### src/rtl/pshift_pkg.sv
package pshift_pkg;

    typedef enum logic {
        OP_LOAD  = 1'b0,
        OP_SHIFT = 1'b1
    } cell_op_t;

    typedef enum logic [1:0] {
        ACT_HOLD,
        ACT_CLEAR,
        ACT_SET,
        ACT_TOGGLE
    } head_act_t;

endpackage

### src/rtl/pshift_head.sv
module pshift_head
    import pshift_pkg::*;
(
    input  logic j_in,
    input  logic kbar_in,
    input  logic cur_q,
    output logic nxt_q
);

    head_act_t act;

    // Decode the serial pair into a named first-stage action
    always_comb begin
        unique case ({j_in, kbar_in})
            2'b01:   act = ACT_HOLD;
            2'b00:   act = ACT_CLEAR;
            2'b11:   act = ACT_SET;
            default: act = ACT_TOGGLE;
        endcase
    end

    always_comb begin
        unique case (act)
            ACT_HOLD:   nxt_q = cur_q;
            ACT_CLEAR:  nxt_q = 1'b0;
            ACT_SET:    nxt_q = 1'b1;
            ACT_TOGGLE: nxt_q = ~cur_q;
            default:    nxt_q = cur_q;
        endcase
    end

endmodule

### src/rtl/pshift_cell.sv
module pshift_cell
    import pshift_pkg::*;
(
    input  logic clk,
    input  logic clr_n,
    input  logic shift_en,
    input  logic load_d,
    input  logic shift_d,
    output logic q
);

    cell_op_t op;
    logic     d_next;

    always_comb begin
        op = shift_en ? OP_SHIFT : OP_LOAD;
    end

    always_comb begin
        unique case (op)
            OP_LOAD:  d_next = load_d;
            OP_SHIFT: d_next = shift_d;
            default:  d_next = load_d;
        endcase
    end

    // State register with asynchronous active-low clear
    always_ff @(posedge clk or negedge clr_n) begin
        if (!clr_n) begin
            q <= 1'b0;
        end else begin
            q <= d_next;
        end
    end

endmodule

### src/rtl/pshift_reg.sv
module pshift_reg #(
    parameter int WIDTH = 4
) (
    input  logic             clk,
    input  logic             clr_n,
    input  logic             shift_en,
    input  logic             j_in,
    input  logic             kbar_in,
    input  logic [WIDTH-1:0] par_in,
    output logic [WIDTH-1:0] q_out,
    output logic             q_last_n
);

    localparam int LAST = WIDTH - 1;

    logic [WIDTH-1:0] shift_src;
    logic             head_nxt;

    pshift_head u_head (
        .j_in    (j_in),
        .kbar_in (kbar_in),
        .cur_q   (q_out[0]),
        .nxt_q   (head_nxt)
    );

    assign shift_src[0] = head_nxt;

    genvar g;
    generate
        for (g = 1; g < WIDTH; g++) begin : g_link
            assign shift_src[g] = q_out[g-1];
        end
        for (g = 0; g < WIDTH; g++) begin : g_stage
            pshift_cell u_cell (
                .clk      (clk),
                .clr_n    (clr_n),
                .shift_en (shift_en),
                .load_d   (par_in[g]),
                .shift_d  (shift_src[g]),
                .q        (q_out[g])
            );
        end
    endgenerate

    assign q_last_n = ~q_out[LAST];

    // clear holds every stage at zero
    a_r1_clear_zero: assert property (@(posedge clk)
        !clr_n |-> q_out == '0);

    // a load edge takes the parallel word regardless of the serial pair
    a_r2_load_word: assert property (@(posedge clk) disable iff (!clr_n)
        !shift_en |=> q_out == $past(par_in));

    // each later stage takes its predecessor
    generate
        for (g = 1; g < WIDTH; g++) begin : g_chk
            a_r4_shift_chain: assert property (@(posedge clk) disable iff (!clr_n)
                shift_en |=> q_out[g] == $past(q_out[g-1]));
        end
    endgenerate

    // toggle inverts stage 0
    a_r5_toggle: assert property (@(posedge clk) disable iff (!clr_n)
        (shift_en && j_in && !kbar_in) |=> q_out[0] != $past(q_out[0]));

    // hold keeps stage 0
    a_r5_hold: assert property (@(posedge clk) disable iff (!clr_n)
        (shift_en && !j_in && kbar_in) |=> $stable(q_out[0]));

    // set and clear force stage 0
    a_r5_set_clear: assert property (@(posedge clk) disable iff (!clr_n)
        (shift_en && (j_in == kbar_in)) |=> q_out[0] == $past(j_in));

endmodule

### config.mk
export PLATFORM = sky130hd
export DESIGN_NAME = pshift_reg
export DESIGN_NICKNAME = d
export VERILOG_FILES = /design/src/rtl/pshift_pkg.sv /design/src/rtl/pshift_head.sv /design/src/rtl/pshift_cell.sv /design/src/rtl/pshift_reg.sv
export SDC_FILE = /design/constraint.sdc
export NUM_CORES = 1
export LEC_CHECK = 0
export BUFFER_PORTS_ARGS = -buffer_cell sky130_fd_sc_hd__buf_2
export CAP_MARGIN = 30
export CORE_AREA = 2 2 39 41
export DETAILED_ROUTE_END_ITERATION = 8
export DIE_AREA = 0 0 41 43
export HOLD_SLACK_MARGIN = 0.1
export PLACE_DENSITY = 0.44
export SYNTH_ARGS = -nofsm -noshare
export SYNTH_HDL_FRONTEND = slang
export SYNTH_SLANG_ARGS = --single-unit
### constraint.sdc
create_clock -name clk -period 1.1 [get_ports clk]
set_clock_uncertainty 0.15 [all_clocks]
set_input_delay 0.11 -clock clk [delete_from_list [all_inputs] [get_ports clk]]
set_output_delay 0.11 -clock clk [all_outputs]
set_load 0.02 [all_outputs]
==> results.md, run 1 <==
- CP peak stage delay: 0.53 ns
- Startpoint types: primary input
- Hold crit path type: primary input to flip-flop
- Mapped Nets: 24
- Dominant cell type by area after synthesis: dfrtp_1
- Overflow after GRT: 0
- Cell area after synthesis: 186 um2
- Total GRT Usage: 6.83%
- CTS tree: built
- Worst-path fanout max: 1
- Sw Ratio: 24.5%
- Pin count of the biggest net entering global routing: 6
- CP Capture Type: flip-flop
- Die X: 41 um
- Max VDD drop: 0.375 mV
- RSZ-0062 raised after global routing: false
- Top Ports: 14
- Final period utilization: 95.4%
- Pwr dens: 1360 mW/mm2
- FP Rows: 14
- Fmax: 953 MHz
- WP buf/inv: 2
- CP max-delay cell: dlygate4sd3_1
- Synth top area share: 53.7%
- Endpoints failing hold: 0
- Synthesized area per cell: 12.4 um2
- Post-Layout Cell Count: 49
- Sequential fraction of the synthesis area: 53.7%
- Layout net count: 44
- Initial core utilization: 13.5%
- Initial antenna violation count: 0
- Max cap viols: 0
- Synth top cells by count: 4 x buf_4, 4 x dfrtp_1, 3 x mux2_2
- Sum Neg Setup Slack: 0 ns
- Drt wl/cell: 8.37 um
- Biggest regs: g_stage.u_cell.q x4
- Remaining DRCs: 0
- H-Tree Depth: 1
- CTS clk-pin slew, worst paths: 0.04 ns
- Biggest register: g_stage.u_cell.q
- Status: complete, no violations
- Mapped Cells: 15
- CP arrival: 1.01 ns
- Synth warn: 0
- Die ar.: 0.00176 mm2
- Clock share of power: 39.6%
- Worst Hold Margin: 0.000844 ns
- Psw: 0.000109 W
- Routed vias: 159
- Syn-to-layout area delta: 75.2%
- Final ANT Viol Nets: 0
- Final setup fails: 0
- Die height: 43 um
- Vias in the first global route: 168
- Total wire length: 410 um
- Max reg flops: 4
- Later-pin clock latency in the skew report: 0.23 ns
- RD Place Congestion: 0.623
- Core Area: 0.00138 mm2
- Vias/cell: 3.24
- P_int: 0.000336 W
- CP cell instances: dlygate4sd3_1, buf_2, mux2_2
- Critical path type: primary input to flip-flop
- Seq pwr share: 38.3%
- Slew @ Worst Pin: 0.115 ns
- R2R setup slack: 0.17 ns
- Number of synthesized flops with an enable pin: 0
- Antenna Cells: 0
- Critical path data required time: 1.06 ns
- Hold buffers post-CTS: 6
- FF+latch count, synth: 4
- Logic pwr share: 22.1%
- Longest Clk Path Bufs: 2
- First-pass GRT wire length: 710 um
- Initial DRC count: 1
- Ranking of synthesized cells by area: dfrtp_1 54%, mux2_2 18%, buf_4 16%, mux2i_1 5.4%, a21oi_1 2.7%
- CTS Buf Count: 3
- Post-synth cell types: 7
- Most common flop cell mapped by yosys: dfrtp_1
- Placed cells: 40
- Lkg Pwr: 0.163 nW
- Layout cell share with drive strength beyond 1: 57.6%
- Period minus WS final: 1.05 ns
- Root buf cell: clkbuf_4
- Top delay family on crit path: buffers and inverters
- Final slew viol count: 0
- Clk sinks: 4
- Detailed Routing Iterations Pass 1: 2
- Ys async rst share: 100%
- Rel. slew slack: 92.1%
- PortBufs: 13
==> path summary, 6_finish.rpt <==
path	startpoint	endpoint	cells after the start
min in group asynchronous	clr_n	g_stage[1].u_cell.q	3
worst max-delay path	par_in[1]	g_stage[1].u_cell.q	3
worst min register to register	g_stage[2].u_cell.q	g_stage[3].u_cell.q	1
worst max register to register	g_stage[0].u_cell.q	g_stage[1].u_cell.q	1
worst min-delay path	shift_en	g_stage[0].u_cell.q	2
max in group asynchronous	clr_n	g_stage[2].u_cell.q	3
==> logic make-up (layout without fill, tap and decap cells) <==
family	count (synthesis)	count (layout)	synth area share, %
buf+inv	5	23	18.1
mux	4	4	23.5
simple gates	1	1	2.01
flops	4	4	53.7
compound gates	1	1	2.68
==> layer usage <==
layer	routed length (um)	global-route usage (%)
met1	194	6.77
met2	165	8.13
met3	51	7.85
met4	0	4.00
met5	0	0
==> what timing repair did <==
item / CTS / global route
gates resized for setup: 0 / 1
endpoints found under the setup margin: 0 / 1
setup buffers: 0 / 0
hold endpoints to repair: 8 / 4
==> placed cells by master (no fill, tap or decap) <==
cell / count
inv_1: 1
dfrtp_1: 4
mux2_2: 3
a21oi_1: 1
nor2_1: 1
clkbuf_4: 3
dlygate4sd3_1: 6
buf_4: 1
mux2i_1: 1
buf_2: 12
==> metrics by stage <==
| step | utilization (%) | instance area [um2] | setup WS (ns) | total power (W) |
|---|---|---|---|---|
| 2_1_floorplan | - | 186 | 0.199 | 0.000234 |
| 3_3_place_gp | 17.5 | 241 | 0.193 | 0.000253 |
| 3_5_place_dp | 17.5 | 241 | 0.181 | 0.000254 |
| 4_1_cts | 23.4 | 324 | 0.0390 | 0.000457 |
| 5_1_grt | 23.6 | 327 | 0.0150 | 0.000484 |
| 6_report | 23.6 | 327 | 0.0505 | 0.000445 |
==> area by class of cell <==
type / instances / area, um2
clock buffers: 3 / 22.5
fillers: 147 / 1060
inverters: 1 / 3.75
multi-input cells: 6 / 52.6
flip-flops and latches: 4 / 100
well taps: 16 / 20.0
repair buffers: 19 / 128
==> power by group through the flow <==
stage	registers (W)	logic, W	clock network [W]
CTS	0.000170	0.0000974	0.000189
global route	0.000172	0.000111	0.000200
finish	0.000171	0.0000984	0.000176
global placement	0.000172	0.0000814	0
floorplan	0.000171	0.0000636	0
detailed placement	0.000172	0.0000813	0
No activity file was read; power rests on OpenSTA's default activity.
==> run 2: changes to the inputs <==
--- a/config.mk
+++ b/config.mk
@@ -14,4 +14,5 @@
 export PLACE_DENSITY = 0.44
 export SYNTH_ARGS = -nofsm -noshare
 export SYNTH_HDL_FRONTEND = slang
+export SYNTH_HIERARCHICAL = 1
 export SYNTH_SLANG_ARGS = --single-unit
==> results.md, run 2 <==
- Max VDD drop: 0.356 mV (-5.2%)
- Layout net count: 44 (unchanged)
- Die height: 43 um (unchanged)
- Final setup fails: 2 (+2)
- Crit. Startpoint: g_stage[0].u_cell/q
- Hold buffers post-CTS: 6 (unchanged)
- Most frequent cells in the layout: 10 x buf_2, 6 x dlygate4sd3_1, 5 x mux2_4, 3 x clkbuf_4, 3 x dfrtp_1
- Post-synth cell types: 3 (-4)
- Max reg flops: 4 (unchanged)
- Synth top area share: 55.9% (+2.3 points)
- Antenna Cells: 0 (unchanged)
- Post-synthesis adder-cell area fraction: 0% (unchanged)
- Initial core utilization: 12.9% (-0.54 points)
- CP Capture Type: flip-flop
- Simple logic cell fraction of the synthesized area: 0% (-2.0 points)
- Slew @ Worst Pin: 0.136 ns (+0.0208 ns)
- Sum Neg Setup Slack: -0.200 ns (-0.200 ns)
- RD Place Congestion: 0.509 (-18%)
- Synth top cells by count: 5 x mux2_4, 4 x dfrtp_1, 1 x inv_1
- Period minus WS final: 1.22 ns (+0.173 ns)
- Vias in the first global route: 185 (+10%)
- CTS clk-pin slew, worst paths: 0.05 ns (about the same)
- Compound-Gate Fraction of Synth Area: 0% (-2.7 points)
- Critical path type: flip-flop to flip-flop
- Syn-to-layout area delta: 109%
- Max cap viols: 0 (unchanged)
- Total wire length: 481 um (+17%)
- Final slew viol count: 0 (unchanged)
- Detailed Routing Iterations Pass 1: 2 (unchanged)
- Endpoints failing hold: 0 (unchanged)
- CTS Buf Count: 3 (unchanged)
- Commonest non-fill, non-tap cell in the layout: buf_2
- Synth warn: 6 (+6)
- Filler cells: 146 (-0.68%)
- FP Rows: 14 (unchanged)
- Later-pin clock latency in the skew report: 0.24 ns (about the same)
- R2R Path Start: g_stage[0].u_cell/q
- Mapped Cells: 10 (-5)
- CP arrival: 1.20 ns (+0.19 ns)
- Routed vias: 174 (+9.4%)
- Die ar.: 0.00176 mm2 (unchanged)
- Pre-CTS setup slack: -0.122 ns (-0.303 ns)
- Ranking of synthesized cells by area: dfrtp_1 56%, mux2_4 42%, inv_1 2.1%
- Worst-path fanout max: 2 (+1)
- Rel. slew slack: 91.0% (-1.2 points)
- Drt wl/cell: 9.62 um (+15%)
- H-Tree Depth: 1 (unchanged)
- Fmax: 818 MHz (-14%)
- Ys async rst share: 100% (unchanged)
- Pwr dens: 1360 mW/mm2 (-0.27%)
- Clk sinks: 4 (unchanged)
- Overflow after GRT: 0 (unchanged)
- R2R setup slack: -0.12 ns (-0.29 ns)
- CTS tree: built
- Mux contribution to synthesized area: 42.0% (+18 points)
- PortBufs: 13 (unchanged)
- FF+latch count, synth: 4 (unchanged)
- Biggest regs: g_stage.u_cell/q x4
- Largest family of logic cells by synthesized area: multiplexers
- First-pass GRT wire length: 683 um (-3.8%)
- Final ANT Viol Nets: 0 (unchanged)
- Biggest register: g_stage.u_cell/q
- Mapped Nets: 19 (-21%)
- Pin count of the biggest net entering global routing: 5 (-1)
- Layout cell share with drive strength beyond 1: 67.6% (+10 points)
- Die X: 41 um (unchanged)
- Failing checks: setup timing
- Most frequent cell after synthesis: mux2_4
- Hold Startpoint: shift_en
- Initial antenna violation count: 0 (unchanged)
- Lkg Pwr: 0.193 nW (+18%)
- Most common flop cell mapped by yosys: dfrtp_1
- Final period utilization: 111% (+16 points)
- Total GRT Usage: 6.34% (-0.49 points)
- Synth Area in XOR/XNOR: 0% (unchanged)
- Number of synthesized flops with an enable pin: 0 (unchanged)
- Critical path data required time: 1.08 ns (+0.02 ns)
- Remaining DRCs: 0 (unchanged)
- Startpoint types: flip-flop
- Longest Clk Path Bufs: 2 (unchanged)
- Core Area: 0.00138 mm2 (unchanged)
- Final worst slack: -0.123 ns (-0.173 ns)
- Root buf cell: clkbuf_4
- RSZ-0062 raised after global routing: true
- Hold crit path type: primary input to flip-flop
- Cell area after synthesis: 179 um2 (-4.0%)
- Dominant cell type by area after synthesis: dfrtp_1
- Synthesized area per cell: 17.9 um2 (+44%)
- Initial DRC count: 1 (unchanged)
- Sequential fraction of the synthesis area: 55.9% (+2.3 points)
- Status: finished, violations left
- Top Ports: 14 (unchanged)
- Vias/cell: 3.48 (+7.2%)
run 2: cell types whose count changed in the layout (fill, tap and decap cells not counted):
cell and delta:
mux2_4 +5, mux2_2 -3, buf_2 -2, buf_6 +2, a21oi_1 -1, buf_4 +1
clkbuf_1 +1, dfrtp_1 -1, dfrtp_2 +1, mux2i_1 -1, nor2_1 -1
run 2: through the flow:
step                      instances  hold WS, ns  instance area (um2)  power, W  util [%]
after floorplan                  10       -0.336                  180  0.000231         -
after global placement           40       -0.236                  273  0.000275      19.7
after detailed placement         40       -0.228                  273  0.000279      19.7
after CTS                        50       0.0645                  365  0.000514      26.4
after global routing             50       0.0712                  374  0.000542      27.0
final                            50       0.0733                  374  0.000508      27.0
run 2: what timing repair did:
action	4_1_cts	5_1_grt
endpoints found under the hold margin	8	4
pin swaps	0	0
endpoints found under the setup margin	2	7
buffers inserted	0	0
resized for setup	2	3
run 2: metal layers:
layer / wire (um) / GRT usage (%)
met5: 0 / 0
met2: 205 / 8.75
met1: 214 / 6.49
met4: 0 / 4.00
met3: 62 / 4.71
run 2: cells by family (layout without fill, tap and decap cells):
kind of cell           Yosys count  count (layout)
muxes                            5               5
DFF                              4               4
buffers and inverters            1              25
run 2: where the power goes:
group          total (W)  switching (W)  leakage (nW)  internal (W)
sequential      0.000172     0.00000839        0.0456      0.000163
combinational   0.000132      0.0000532         0.132     0.0000791
clock           0.000204      0.0000677        0.0150      0.000137
run 2: cell type report:
class / count / area, um2 / share of cell area [%]
clock buffer: 4 / 26.3 / 7.02
inverter: 1 / 3.75 / 1.00
multi-input combinational: 5 / 75.1 / 20.1
tap: 16 / 20.0 / 5.35
sequential: 4 / 101 / 27.1
timing repair buffer: 20 / 148 / 39.5
run 2: path summary, 6_finish.rpt:
kind / endpoint / depth (start not counted)
worst max register to register: g_stage[0].u_cell/q / 2
min in group asynchronous: g_stage[3].u_cell/q / 3
max in group asynchronous: g_stage[1].u_cell/q / 3
worst min register to register: g_stage[3].u_cell/q / 1
worst max-delay path: g_stage[0].u_cell/q / 2
worst min-delay path: g_stage[0].u_cell/q / 2
run 2: worst max-delay path, stage by stage, from the launching register on:
cell     delay, ns
dfrtp_2       0.41
mux2_4        0.30
mux2_4        0.25
